`src/rtl/arith_flag_unit.sv`:
```
module arith_flag_unit #(
  parameter int W = 32
) (
  input  logic         clk,
  input  logic         rst_n,
  input  logic [W-1:0] op_a,
  input  logic [W-1:0] op_b,
  input  logic [W-1:0] result,
  input  logic         sub_sel,
  input  logic         nz_en,
  input  logic         cv_en,
  output logic         n_now,
  output logic         z_now,
  output logic         c_now,
  output logic         v_now,
  output logic         n_q,
  output logic         z_q,
  output logic         c_q,
  output logic         v_q
);
  localparam int MSB = W - 1;

  logic sa, sb, sr;
  logic add_c, add_v, sub_c, sub_v;

  assign sa = op_a[MSB];
  assign sb = op_b[MSB];
  assign sr = result[MSB];

  assign n_now = sr;
  assign z_now = (result == '0);

  assign add_c = (sa & sb) | (sa & ~sr) | (sb & ~sr);
  assign sub_c = (sa & ~sb) | (sa & ~sr) | (~sb & ~sr);
  assign add_v = (sa == sb) & (sr != sa);
  assign sub_v = (sa != sb) & (sr != sa);

  assign c_now = sub_sel ? sub_c : add_c;
  assign v_now = sub_sel ? sub_v : add_v;

  always_ff @(posedge clk or negedge rst_n) begin
    if (!rst_n) begin
      n_q <= 1'b0;
      z_q <= 1'b0;
    end else if (nz_en) begin
      n_q <= n_now;
      z_q <= z_now;
    end
  end

  always_ff @(posedge clk or negedge rst_n) begin
    if (!rst_n) begin
      c_q <= 1'b0;
      v_q <= 1'b0;
    end else if (cv_en) begin
      c_q <= c_now;
      v_q <= v_now;
    end
  end
endmodule

```
`config.mk`:
```
export PLATFORM = sky130hd
export DESIGN_NAME = arith_flag_unit
export DESIGN_NICKNAME = d
export VERILOG_FILES = /design/src/rtl/arith_flag_unit.sv
export SDC_FILE = /design/constraint.sdc
export NUM_CORES = 1
export LEC_CHECK = 0
export BUFFER_PORTS_ARGS = -buffer_cell sky130_fd_sc_hd__buf_2
export CAP_MARGIN = 20
export CORE_MARGIN = 10
export CORE_UTILIZATION = 17
export CTS_CLUSTER_DIAMETER = 120
export CTS_CLUSTER_SIZE = 16
export DETAILED_ROUTE_END_ITERATION = 12
export MAX_ROUTING_LAYER = met4
export PLACE_DENSITY = 0.86
export SLEW_MARGIN = 0
export SYNTH_ARGS = -nofsm -noshare
export SYNTH_HDL_FRONTEND = slang
export SYNTH_SLANG_ARGS = --single-unit
```
`constraint.sdc`:
```
create_clock -name clk -period 0.9 [get_ports clk]
set_input_delay 0.09 -clock clk [delete_from_list [all_inputs] [get_ports clk]]
set_output_delay 0.09 -clock clk [all_outputs]
set_load 0.005 [all_outputs]
```
**After elaboration in Yosys (flattened, before gate mapping)**

Index checks and enable logic that the tools add are counted.

- Eq/ne operators: 3
- Mux-type cells: 2
- Bitwise operators: 13
- Reduce and logical (&&, ||, !) cells: 1

Operators by type and width:

| operator | count |
|---|---|
| 32-bit zero test | 1 |
| 1-bit bitwise AND | 7 |
| 1-bit bitwise OR | 4 |
| 1-bit 2-to-1 mux | 2 |
| 1-bit != test | 2 |
| 1-bit NOT | 2 |
| 1-bit == test | 1 |

- Register bits after elaboration: 4
- Bits of input ports: 101
- Output and inout port bits: 8
- Word-level logic and storage cells: 23

**Logic depth before layout (Yosys ltp)**

Gate-level depths: netlist of run 1.

- Depth after elaboration: 5
- Gate-level depth with buffers: 5
- Depth with buffers taken out: 5

**Worst setup path after synthesis of run 1**

Ideal clock, no wire load.

- Kind: input-to-reg
- Start point: input op_b[31]
- End point: register v_q
- Setup time: 0.125 ns
- Arrival: 0.848 ns
- Required time: 0.775 ns
- Setup slack: -0.072 ns
- Cell stages on the path: 5
- Buffers on the path: 0
- Cells stage by stage: inv_1 > ha_1 > xnor2_1 > nor2_1 > mux2_2

- Longest elaborated chain between the ends: 3
- Elaborated cells between the ends (all ways): 5
- Classes of those cells: eq/ne (2); mux (1); bitwise (2)

Ends and longest elaborated chain:

| item | line | RTL |
|---|---|---|
| start, declared | 7 | `input logic [W-1:0] op_b,` |
| 1-bit == test or 1-bit != test (tied branches) | 35, 36 |  |
| 1-bit bitwise AND (on tied branches) | 35, 36 |  |
| 1-bit 2-to-1 mux * | 39 | `assign v_now = sub_sel ? sub_v : add_v;` |
| named net v_now | 15 | `output logic v_now,` |
| end signal, assigned | 57 | `v_q <= v_now;` |
| end, declared | 19 | `output logic v_q` |

The timed path passes the listed nets; every way through them passes the cells marked *.
A chain may end at the register's enable or synchronous reset.

**Final worst setup path of run 1**

- Start point: input op_a[31]
- End point: output c_now

- Longest elaborated chain between the ends: 4
- Elaborated cells between the ends (all ways): 8
- Classes of those cells: mux (1); bitwise (7)

Ends and longest elaborated chain:

| item | line | RTL |
|---|---|---|
| start, declared | 6 | `input logic [W-1:0] op_a,` |
| 1-bit bitwise AND (on tied branches) | 33, 34 |  |
| 1-bit bitwise OR (on tied branches) (2 in a row) | 33, 34 |  |
| 1-bit 2-to-1 mux * | 38 | `assign c_now = sub_sel ? sub_c : add_c;` |
| end, declared | 14 | `output logic c_now,` |

Every way passes the cells marked *; elsewhere a longest branch is shown, timed or not.

==> results of run 1 <==
-- where the power goes --
group	total, W	switching, W	leakage [nW]	internal (W)
sequential	0.000208	0.00000974	0.0495	0.000198
combinational	0.000348	0.000139	0.353	0.000209
clock	0.000236	0.0000859	0.0138	0.000150
-- critical path: cells and delay by family --
kind	cells	cell delay (ps)
AO/OA/AOI/OAI	1	230
adder cells (fa/ha/maj)	1	140
buffers and inverters	2	240
AND/OR/NAND/NOR	2	180
-- cell usage after synthesis --
cell / count / area (um2)
buf_4: 1 / 7.51
nand2_1: 3 / 11.3
inv_1: 3 / 11.3
a211oi_1: 1 / 7.51
ha_1: 3 / 37.5
a31oi_1: 1 / 6.26
mux2_2: 2 / 22.5
dfrtp_1: 4 / 100
nor4_2: 3 / 37.5
xor2_1: 1 / 8.76
nor2_1: 3 / 11.3
xnor2_1: 1 / 8.76
nor4_1: 5 / 31.3
o31ai_2: 1 / 12.5
nand4_1: 2 / 12.5
nor2b_1: 1 / 6.26
-- sequential cells by signal (all words and copies together), names as in the netlist --
register	count
c_q	1
n_q	1
z_q	1
v_q	1
-- metrics by stage --
step,utilization,cell area (um2)
floorplan,-,352
global placement,0.352,628
detailed placement,0.352,628
CTS,0.445,793
global route,0.507,903
finish,0.507,903
-- per-layer routing --
layer | GRT usage | part of all wire | vias up
li1 | - | - | 245
met1 | 0.0932 | 0.43 | 237
met2 | 0.116 | 0.39 | 49
met3 | 0.0749 | 0.17 | 2
met4 | 0.0241 | 0.0044 | 0
met5 | - | 0 | -
-- cell usage in the layout (no fill, tap or decap), drive strengths merged, types with 2 or more instances in the layout --
| cell | netlist | routed |
|---|---|---|
| mux2 | 2 | 2 |
| nand4 | 2 | 2 |
| buf | 1 | 53 |
| clkbuf | 0 | 4 |
| nor2 | 3 | 3 |
| nor4 | 8 | 8 |
| ha | 3 | 3 |
| dfrtp | 4 | 4 |
| nand2 | 3 | 3 |
| inv | 3 | 3 |
-- path summary, 6_finish.rpt --
check | to | slack [ps] | start
min in group asynchronous | z_q | 200 | rst_n
max reg2reg | v_q | 150 | v_q
max in group asynchronous | c_q | 570 | rst_n
min | c_q | 80 | cv_en
min reg2reg | v_q | 510 | v_q
max | c_now | -70 | op_a[31]
-- kinds of logic after synthesis --
kind of cell               after synthesis  synth area share
and+or+nand+nor                         17             0.331
buffers and inverters                    4            0.0564
DFF                                      4             0.301
AOI/OAI and AO/OA                        3            0.0790
adders and majority gates                3             0.113
xor gates and xnor gates                 2            0.0526
muxes                                    2            0.0677
-- cell type report --
class | instances | area, um2
Clock buffer | 3 | 22.5
Inverter | 3 | 13.8
Sequential cell | 4 | 100
Tap cell | 25 | 31.3
Timing Repair Buffer | 55 | 383
Multi-Input combinational cell | 27 | 353
Fill cell | 147 | 880
-- what timing repair did --
item,4_1_cts,5_1_grt
resized for setup,21,16
endpoints found under the hold margin,4,0
pin swaps,10,14
hold buffers,1,0
setup buffers,4,2
endpoints found under the setup margin,3,5
==> run_results.csv, run 1 <==
group,metric,value,unit
run_status,run_status,"finished, violations left",
run_status,violations,"setup timing",
setup_path,worstPathArrival,880,ps
detailed_routing,drt-total-wl,2.03,mm
logic_synthesis,ys_types,16,
logic_synthesis,synth_nets,139,
global_route,grt_usage,0.0867,
sta,rsz0062_at_grt,"true",
die,num_io_pins,109,
detailed_routing,first_iter_violations,52,
setup_path,crit_required,810,ps
clock_network,clockRootBuffer,"clkbuf_4",
sta,min_period,973,ps
detailed_routing,firstDrtPassIters,4,
sta,finalClockSkew,0,ps
setup_path,crit_path_cell_trace,"buf_8 > ha_4 > nor2b_4 > a211oi_2 > nand2_1 > buf_2",
sta,slew_headroom,0.858,
detailed_routing,wl_per_cell,17.3,um
global_route,antenna_found_initial,0,
clock_network,htree_levels,1,
clock_network,clk_pin_slew,40,ps
logic_synthesis,syn_area,333,um2
sta,fin_hold_ws,79.0,ps
clock_network,cts_tree,"done",
logic_synthesis,ys_seq_area_frac,0.301,
sta,min_period_over_period,1.08,
global_route,grt_pass1_wl,2.72,mm
detailed_routing,drc_errors,0,
sta,maxSlewViolCount,0,
sta,fin_setup_tns,-127,ps
die,dieArea,0.00413,mm2
die,initial_core_util,0.187,
detailed_routing,drtAntennaViolNets,0,
sta,final_hold_viol_count,0,
logic_synthesis,synth-seq-cells,4,
placed_design,place_ws,-199,ps
global_route,overflow,0,
setup_path,critPathSlowestCell,"a211oi_2",
pwr,power.density,877,mW/mm2
global_route,grt_max_degree,5,
detailed_routing,vias,533,
setup_path,slowest_delay,230,ps
detailed_routing,viasPerCell,4.56,
sta,max_freq,1030,MHz
layout,nNetsFinal,198,
sta,setup_slack,-73.4,ps
setup_path,critPathMaxFanout,3,
global_route,grt_pass1_vias,542,
min_path,hold_depth,2,
pwr,peakVddDrop,465,uV
min_path,min_path_type,"input pin to flop",
logic_synthesis,avgSynthCellArea,9.51,um2
sta,worst_slew_pin_slew,212,ps
die,fp.dieH,64.2,um
clock_network,clock_latency,240,ps
run,drv_cap,0,
setup_path,crit_type,"input pin to output port",
setup_path,cp-end-kind,"output port",
layout,finalNonFillerCells,117,
clock_network,numCtsBuffers,3,
placed_design,place_inst,108,
pwr,total_power,0.000792,W
pwr,p_leak,0.416,nW
clock_network,clock-sinks,4,
placed_design,place.port_buffers,46,
die,rows,15,
layout,drive_above_1_share,0.837,
setup_path,crit_path_start_kind,"input pin",
logic_synthesis,synth_cells,35,
sta,finalSetupViolCount,4,
placed_design,place_hpwl,1.47,mm
die,die_w,64.2,um
placed_design,gp_congestion,0.945,
setup_path,r2r_cells,1,
logic_synthesis,yosysWarnings,0,
die,coreArea,0.00178,mm2
layout,antennaDiodeCount,0,
layout,area_delta_synth_final,171,%
clock_network,clk_path_buf_depth,2,
Power figures use the tool's default switching activity.
==> inputs of run 2 (changes only) <==
==> constraint.sdc (replaced) <==
create_clock -name clk -period 0.9 [get_ports clk]
set_input_delay 0.045 -clock clk [delete_from_list [all_inputs] [get_ports clk]]
set_output_delay 0.045 -clock clk [all_outputs]
set_load 0.005 [all_outputs]
==> run 2 against run 1 <==
Net effect: the flow now finishes without violations; clock skew unchanged; non-clock buffer count shrank 3; global-route usage decreased by 0.57 points; final cell count decreased by 2.6%; wire length shrank 7.8%; cell area is 15% lower; die area stayed put; fmax increased by 11%; count of clock-buffer cells in the layout stayed put; first-iteration DRC count fell by 62%; utilization shrank 7.5 points; critical path type unchanged; critical endpoint unchanged; largest power group unchanged.
==> run_results.csv, run 2 (synthesized netlist as in run 1, its figures left out) <==
group,metric,value,unit
run_status,run_status,"completed",
setup_path,crit_type,"input pin to output port",
layout,final_cell_area,769,um2
global_route,grt_max_degree,5,
layout,finalNonFillerCells,114,
pwr,p_int,0.000507,W
sta,fin_setup_tns,0,ps
setup_path,crit_path_start_kind,"input pin",
pwr,p_clk_frac,0.314,
sta,setup_slack,22.4,ps
die,num_io_pins,109,
die,rows,15,
clock_network,htree_levels,1,
min_path,min_path_type,"input pin to flop",
layout,area_delta_synth_final,131,%
clock_network,cts_tree,"done",
setup_path,worstPathArrival,830,ps
placed_design,place_hpwl,1.45,mm
global_route,antenna_found_initial,0,
die,initial_core_util,0.187,
die,coreArea,0.00178,mm2
layout,antennaDiodeCount,0,
pwr,power.density,924,mW/mm2
sta,maxSlewViolCount,0,
sta,max_freq,1140,MHz
sta,finalSetupViolCount,0,
detailed_routing,viasPerCell,4.51,
clock_network,clk_pin_slew,40,ps
detailed_routing,wl_per_cell,16.4,um
sta,final_hold_viol_count,0,
die,dieArea,0.00413,mm2
clock_network,clock-sinks,4,
sta,slew_headroom,0.838,
pwr,p_seq_frac,0.293,
layout,final_common_cell,"buf_2",
sta,min_period_over_period,0.975,
sta,finalClockSkew,0,ps
placed_design,place.port_buffers,46,
layout,drive_above_1_share,0.775,
placed_design,place_area,618,um2
clock_network,numCtsBuffers,3,
pwr,total_power,0.000711,W
setup_path,cp-end-kind,"output port",
pwr,pwr-share-comb,0.393,
sta,worst_slew_pin_slew,241,ps
global_route,grt_pass1_vias,537,
global_route,overflow,0,
pwr,peakVddDrop,653,uV
detailed_routing,firstDrtPassIters,4,
detailed_routing,first_iter_violations,20,
global_route,grt_pass1_wl,2.57,mm
detailed_routing,drtAntennaViolNets,0,
detailed_routing,drt-total-wl,1.87,mm
layout,nNetsFinal,195,
min_path,worstHoldStart,"cv_en",
global_route,grt_usage,0.0810,
sta,rsz0062_at_grt,"true",
layout,final_cell_mix,"buf_2, buf_4, nor4_2, dfrtp_1",
clock_network,clk_path_buf_depth,2,
placed_design,place_inst,107,
pwr,switching_share,0.287,
detailed_routing,drc_errors,0,
placed_design,gp_congestion,0.852,
detailed_routing,vias,514,
setup_path,crit_required,850,ps
clock_network,clock_latency,230,ps
pwr,power.switching,0.000204,W
setup_path,critPathMaxFanout,3,
die,die_w,64.2,um
setup_path,worstSetupStartpoint,"op_a[31]",
die,fp.dieH,64.2,um
pwr,p_leak,0.374,nW
clock_network,clockRootBuffer,"clkbuf_4",
run,drv_cap,0,
setup_path,r2r-start,"v_q",
placed_design,place_ws,-156,ps
sta,min_period,878,ps
layout,num-fill-cells,170,
[run 2: final timing paths]
| path | slack (ps) | cells past startpoint | end |
|---|---|---|---|
| setup / recovery | 20 | 6 | c_now |
| hold reg to reg | 490 | 2 | z_q |
| setup reg to reg | 140 | 1 | v_q |
| min in group asynchronous | 160 | 2 | n_q |
| max in group asynchronous | 620 | 2 | v_q |
| hold / removal | 50 | 2 | c_q |
[run 2: repair_timing]
action / 4_1_cts / 5_1_grt
endpoints found under the hold margin: 4 / 0
pin swaps: 2 / 6
hold buffers: 1 / 0
endpoints found under the setup margin: 1 / 4
setup buffers: 2 / 1
gates resized for setup: 3 / 15
cloned: 0 / 0
[run 2: power by group through the flow]
stage	logic (W)	clock network [W]	registers, W
5_1_grt	0.000305	0.000257	0.000211
4_1_cts	0.000244	0.000232	0.000209
3_5_place_dp	0.000222	0	0.000212
3_3_place_gp	0.000214	0	0.000209
2_1_floorplan	0.0000703	0	0.000211
6_report	0.000279	0.000223	0.000209
[run 2: area by class of cell]
cell class                 count  area [um2]  share of cell area
clock buffer                   3        22.5              0.0293
inverter                       3        11.3              0.0146
multi-input combinational     27         307               0.398
sequential                     4         100               0.130
tap                           25        31.3              0.0407
timing repair buffer          52         298               0.387
[run 2: through the flow]
stage | utilization | hold slack [ps]
floorplan | - | -251
global placement | 0.347 | -146
detailed placement | 0.347 | -144
CTS | 0.379 | 40.3
global route | 0.432 | 61.4
finish | 0.432 | 54.6
[run 2: critical path: stages]
cell and delay, ps:
buf_8 110, ha_4 140, nor2b_4 120, a211oi_2 220
nand2_1 70, buf_2 130
[run 2: metal layers]
| metal | share of wire | routed length, um | vias to the layer above | track usage |
|---|---|---|---|---|
| li1 | - | - | 241 | - |
| met5 | 0 | 0 | - | - |
| met1 | 0.44 | 817 | 223 | 0.0952 |
| met3 | 0.19 | 355 | 0 | 0.0749 |
| met2 | 0.37 | 695 | 50 | 0.105 |
| met4 | 0 | 0 | 0 | 0 |
==> inputs of run 3 (changes only) <==
--- a/config.mk
+++ b/config.mk
@@ -7,13 +7,16 @@
 export LEC_CHECK = 0
 export BUFFER_PORTS_ARGS = -buffer_cell sky130_fd_sc_hd__buf_2
 export CAP_MARGIN = 20
+export CORE_ASPECT_RATIO = 1.1
 export CORE_MARGIN = 10
 export CORE_UTILIZATION = 17
 export CTS_CLUSTER_DIAMETER = 120
 export CTS_CLUSTER_SIZE = 16
 export DETAILED_ROUTE_END_ITERATION = 12
+export GPL_ROUTABILITY_DRIVEN = 1
 export MAX_ROUTING_LAYER = met4
 export PLACE_DENSITY = 0.86
+export SETUP_SLACK_MARGIN = 0.1
 export SLEW_MARGIN = 0
 export SYNTH_ARGS = -nofsm -noshare
 export SYNTH_HDL_FRONTEND = slang
==> run 3 against run 2 <==
Net effect: the run now ends with setup timing left; sequential power barely moved; global-route usage rose by 2.0 points; combinational power rose by 23%; via count rose by 0.97%; setup slack got worse by 49 ps; wire length rose by 10%; die area barely moved; highest routed layer unchanged.
==> run_results.csv, run 3 (synthesized netlist as in run 1, its figures left out) <==
group,metric,value,unit
sta,slew_headroom,0.844,
sta,setup_slack,-26.8,ps
setup_path,critPathSlowestCell,"nor4_4",
clock_network,clock-sinks,4,
setup_path,worstPathArrival,880,ps
die,fp.dieH,66.4,um
min_path,hold_depth,2,
detailed_routing,vias,519,
placed_design,place_hpwl,1.49,mm
global_route,grt_pass1_vias,597,
setup_path,crit_family,"simple AND/OR/NAND/NOR gates",
die,rows,16,
global_route,grt_usage,0.101,
global_route,grt_pass1_wl,3.15,mm
clock_network,cts_tree,"done",
detailed_routing,drc_errors,0,
setup_path,slowest_delay,280,ps
layout,seq_area,100,um2
pwr,p_leak,0.409,nW
setup_path,regToRegSetupSlack,140,ps
detailed_routing,first_iter_violations,48,
min_path,min_path_type,"input pin to flop",
layout,antennaDiodeCount,0,
run_status,run_status,"finished, violations left",
setup_path,critPathMaxFanout,2,
global_route,met2_usage,0.165,
clock_network,clockRootBuffer,"clkbuf_4",
detailed_routing,firstDrtPassIters,4,
layout,nNetsFinal,196,
clock_network,clk_path_buf_depth,2,
sta,finalSetupViolCount,1,
sta,fin_hold_ws,51.7,ps
clock_network,clock_latency,230,ps
pwr,peakVddDrop,602,uV
die,coreArea,0.00182,mm2
sta,final_hold_viol_count,0,
setup_path,crit_path_cell_trace,"buf_8 > nor4_4 > nand4_1 > nor2_1 > buf_2",
clock_network,htree_levels,1,
detailed_routing,wl_per_cell,17.6,um
setup_path,r2r_cells,1,
detailed_routing,drt-total-wl,2.06,mm
setup_path,rr_endpoint,"v_q",
global_route,grt_use_met1,0.107,
clock_network,numCtsBuffers,3,
setup_path,path_depth,5,
die,num_io_pins,109,
global_route,antenna_found_initial,0,
setup_path,crit_type,"input pin to output port",
layout,final_common_cell,"buf_2",
run_status,violations,"setup timing",
run,drv_cap,0,
layout,drive_above_1_share,0.822,
placed_design,place_ws,-173,ps
sta,rsz0062_at_grt,"true",
layout,area_delta_synth_final,169,%
global_route,overflow,0,
setup_path,crit_required,850,ps
sta,min_period_over_period,1.03,
layout,final_cell_mix,"buf_2, buf_4, nor4_4, buf_6, dfrtp_1",
sta,worst_slew_pin_slew,232,ps
global_route,use_met3,0.0525,
layout,multi_input_area,350,um2
sta,min_period,927,ps
die,dieArea,0.00413,mm2
global_route,gr-max-usage-layer,"met2",
setup_path,crit_path_start_kind,"input pin",
detailed_routing,drtAntennaViolNets,0,
setup_path,cp-endpoint,"z_now",
setup_path,cp_num_buf_inv,2,
placed_design,place.port_buffers,46,
clock_network,clk_pin_slew,30,ps
layout,num-fill-cells,164,
setup_path,worstSetupStartpoint,"result[2]",
layout,utilization,0.491,
setup_path,cp-end-kind,"output port",
setup_path,r2r-start,"v_q",
global_route,grt_max_degree,5,
detailed_routing,viasPerCell,4.44,
die,initial_core_util,0.183,
die,die_w,62.2,um
sta,max_freq,1080,MHz
sta,finalClockSkew,0,ps
sta,maxSlewViolCount,0,
placed_design,gp_congestion,0.719,
pwr,power.density,856,mW/mm2
run 3: changes by cell type in the layout (fill, tap and decap cells not counted), sizes merged:
cell / delta
buf: +1
run 3: worst min-delay path by stage:
stage	endpoint	slack [ps]	startpoint
floorplan	c_q	-250	rst_n
global placement	z_q	-150	rst_n
detailed placement	n_q	-140	rst_n
CTS	c_q	40	cv_en
global route	c_q	50	cv_en
finish	c_q	50	cv_en
run 3: what timing repair did:
item                                    4_1_cts  5_1_grt
endpoints found under the setup margin        4        7
hold buffers                                  1        0
pin swaps                                    13        3
endpoints found under the hold margin         4        0
resized for setup                            28        9
buffers inserted                              5        0
run 3: layer usage:
layer / routed length (um) / vias to the layer above
met5: 0 / -
met4: 0 / 0
met3: 215 / 0
met2: 956 / 39
met1: 887 / 235
li1: - / 245
run 3: report_power, final:
part           switching, W  internal (W)
registers        0.00000994      0.000199
clock network     0.0000662      0.000149
logic              0.000143      0.000199
run 3: area by class of cell:
cell class | instances | area share
multi-input cells | 27 | 0.392
flip-flops and latches | 4 | 0.112
clock buffers | 3 | 0.0252
repair buffers | 53 | 0.407
well taps | 27 | 0.0378
inverters | 3 | 0.0266
run 3: metrics by stage:
| stage | total power (W) | area [um2] | setup TNS, ps | cells |
|---|---|---|---|---|
| detailed placement | 0.000442 | 638 | -465 | 109 |
| floorplan | 0.000288 | 367 | 0 | 35 |
| global placement | 0.000431 | 638 | -304 | 109 |
| finish | 0.000765 | 895 | -26.8 | 117 |
| CTS | 0.000746 | 847 | 0 | 118 |
| global route | 0.000810 | 895 | -68.6 | 117 |
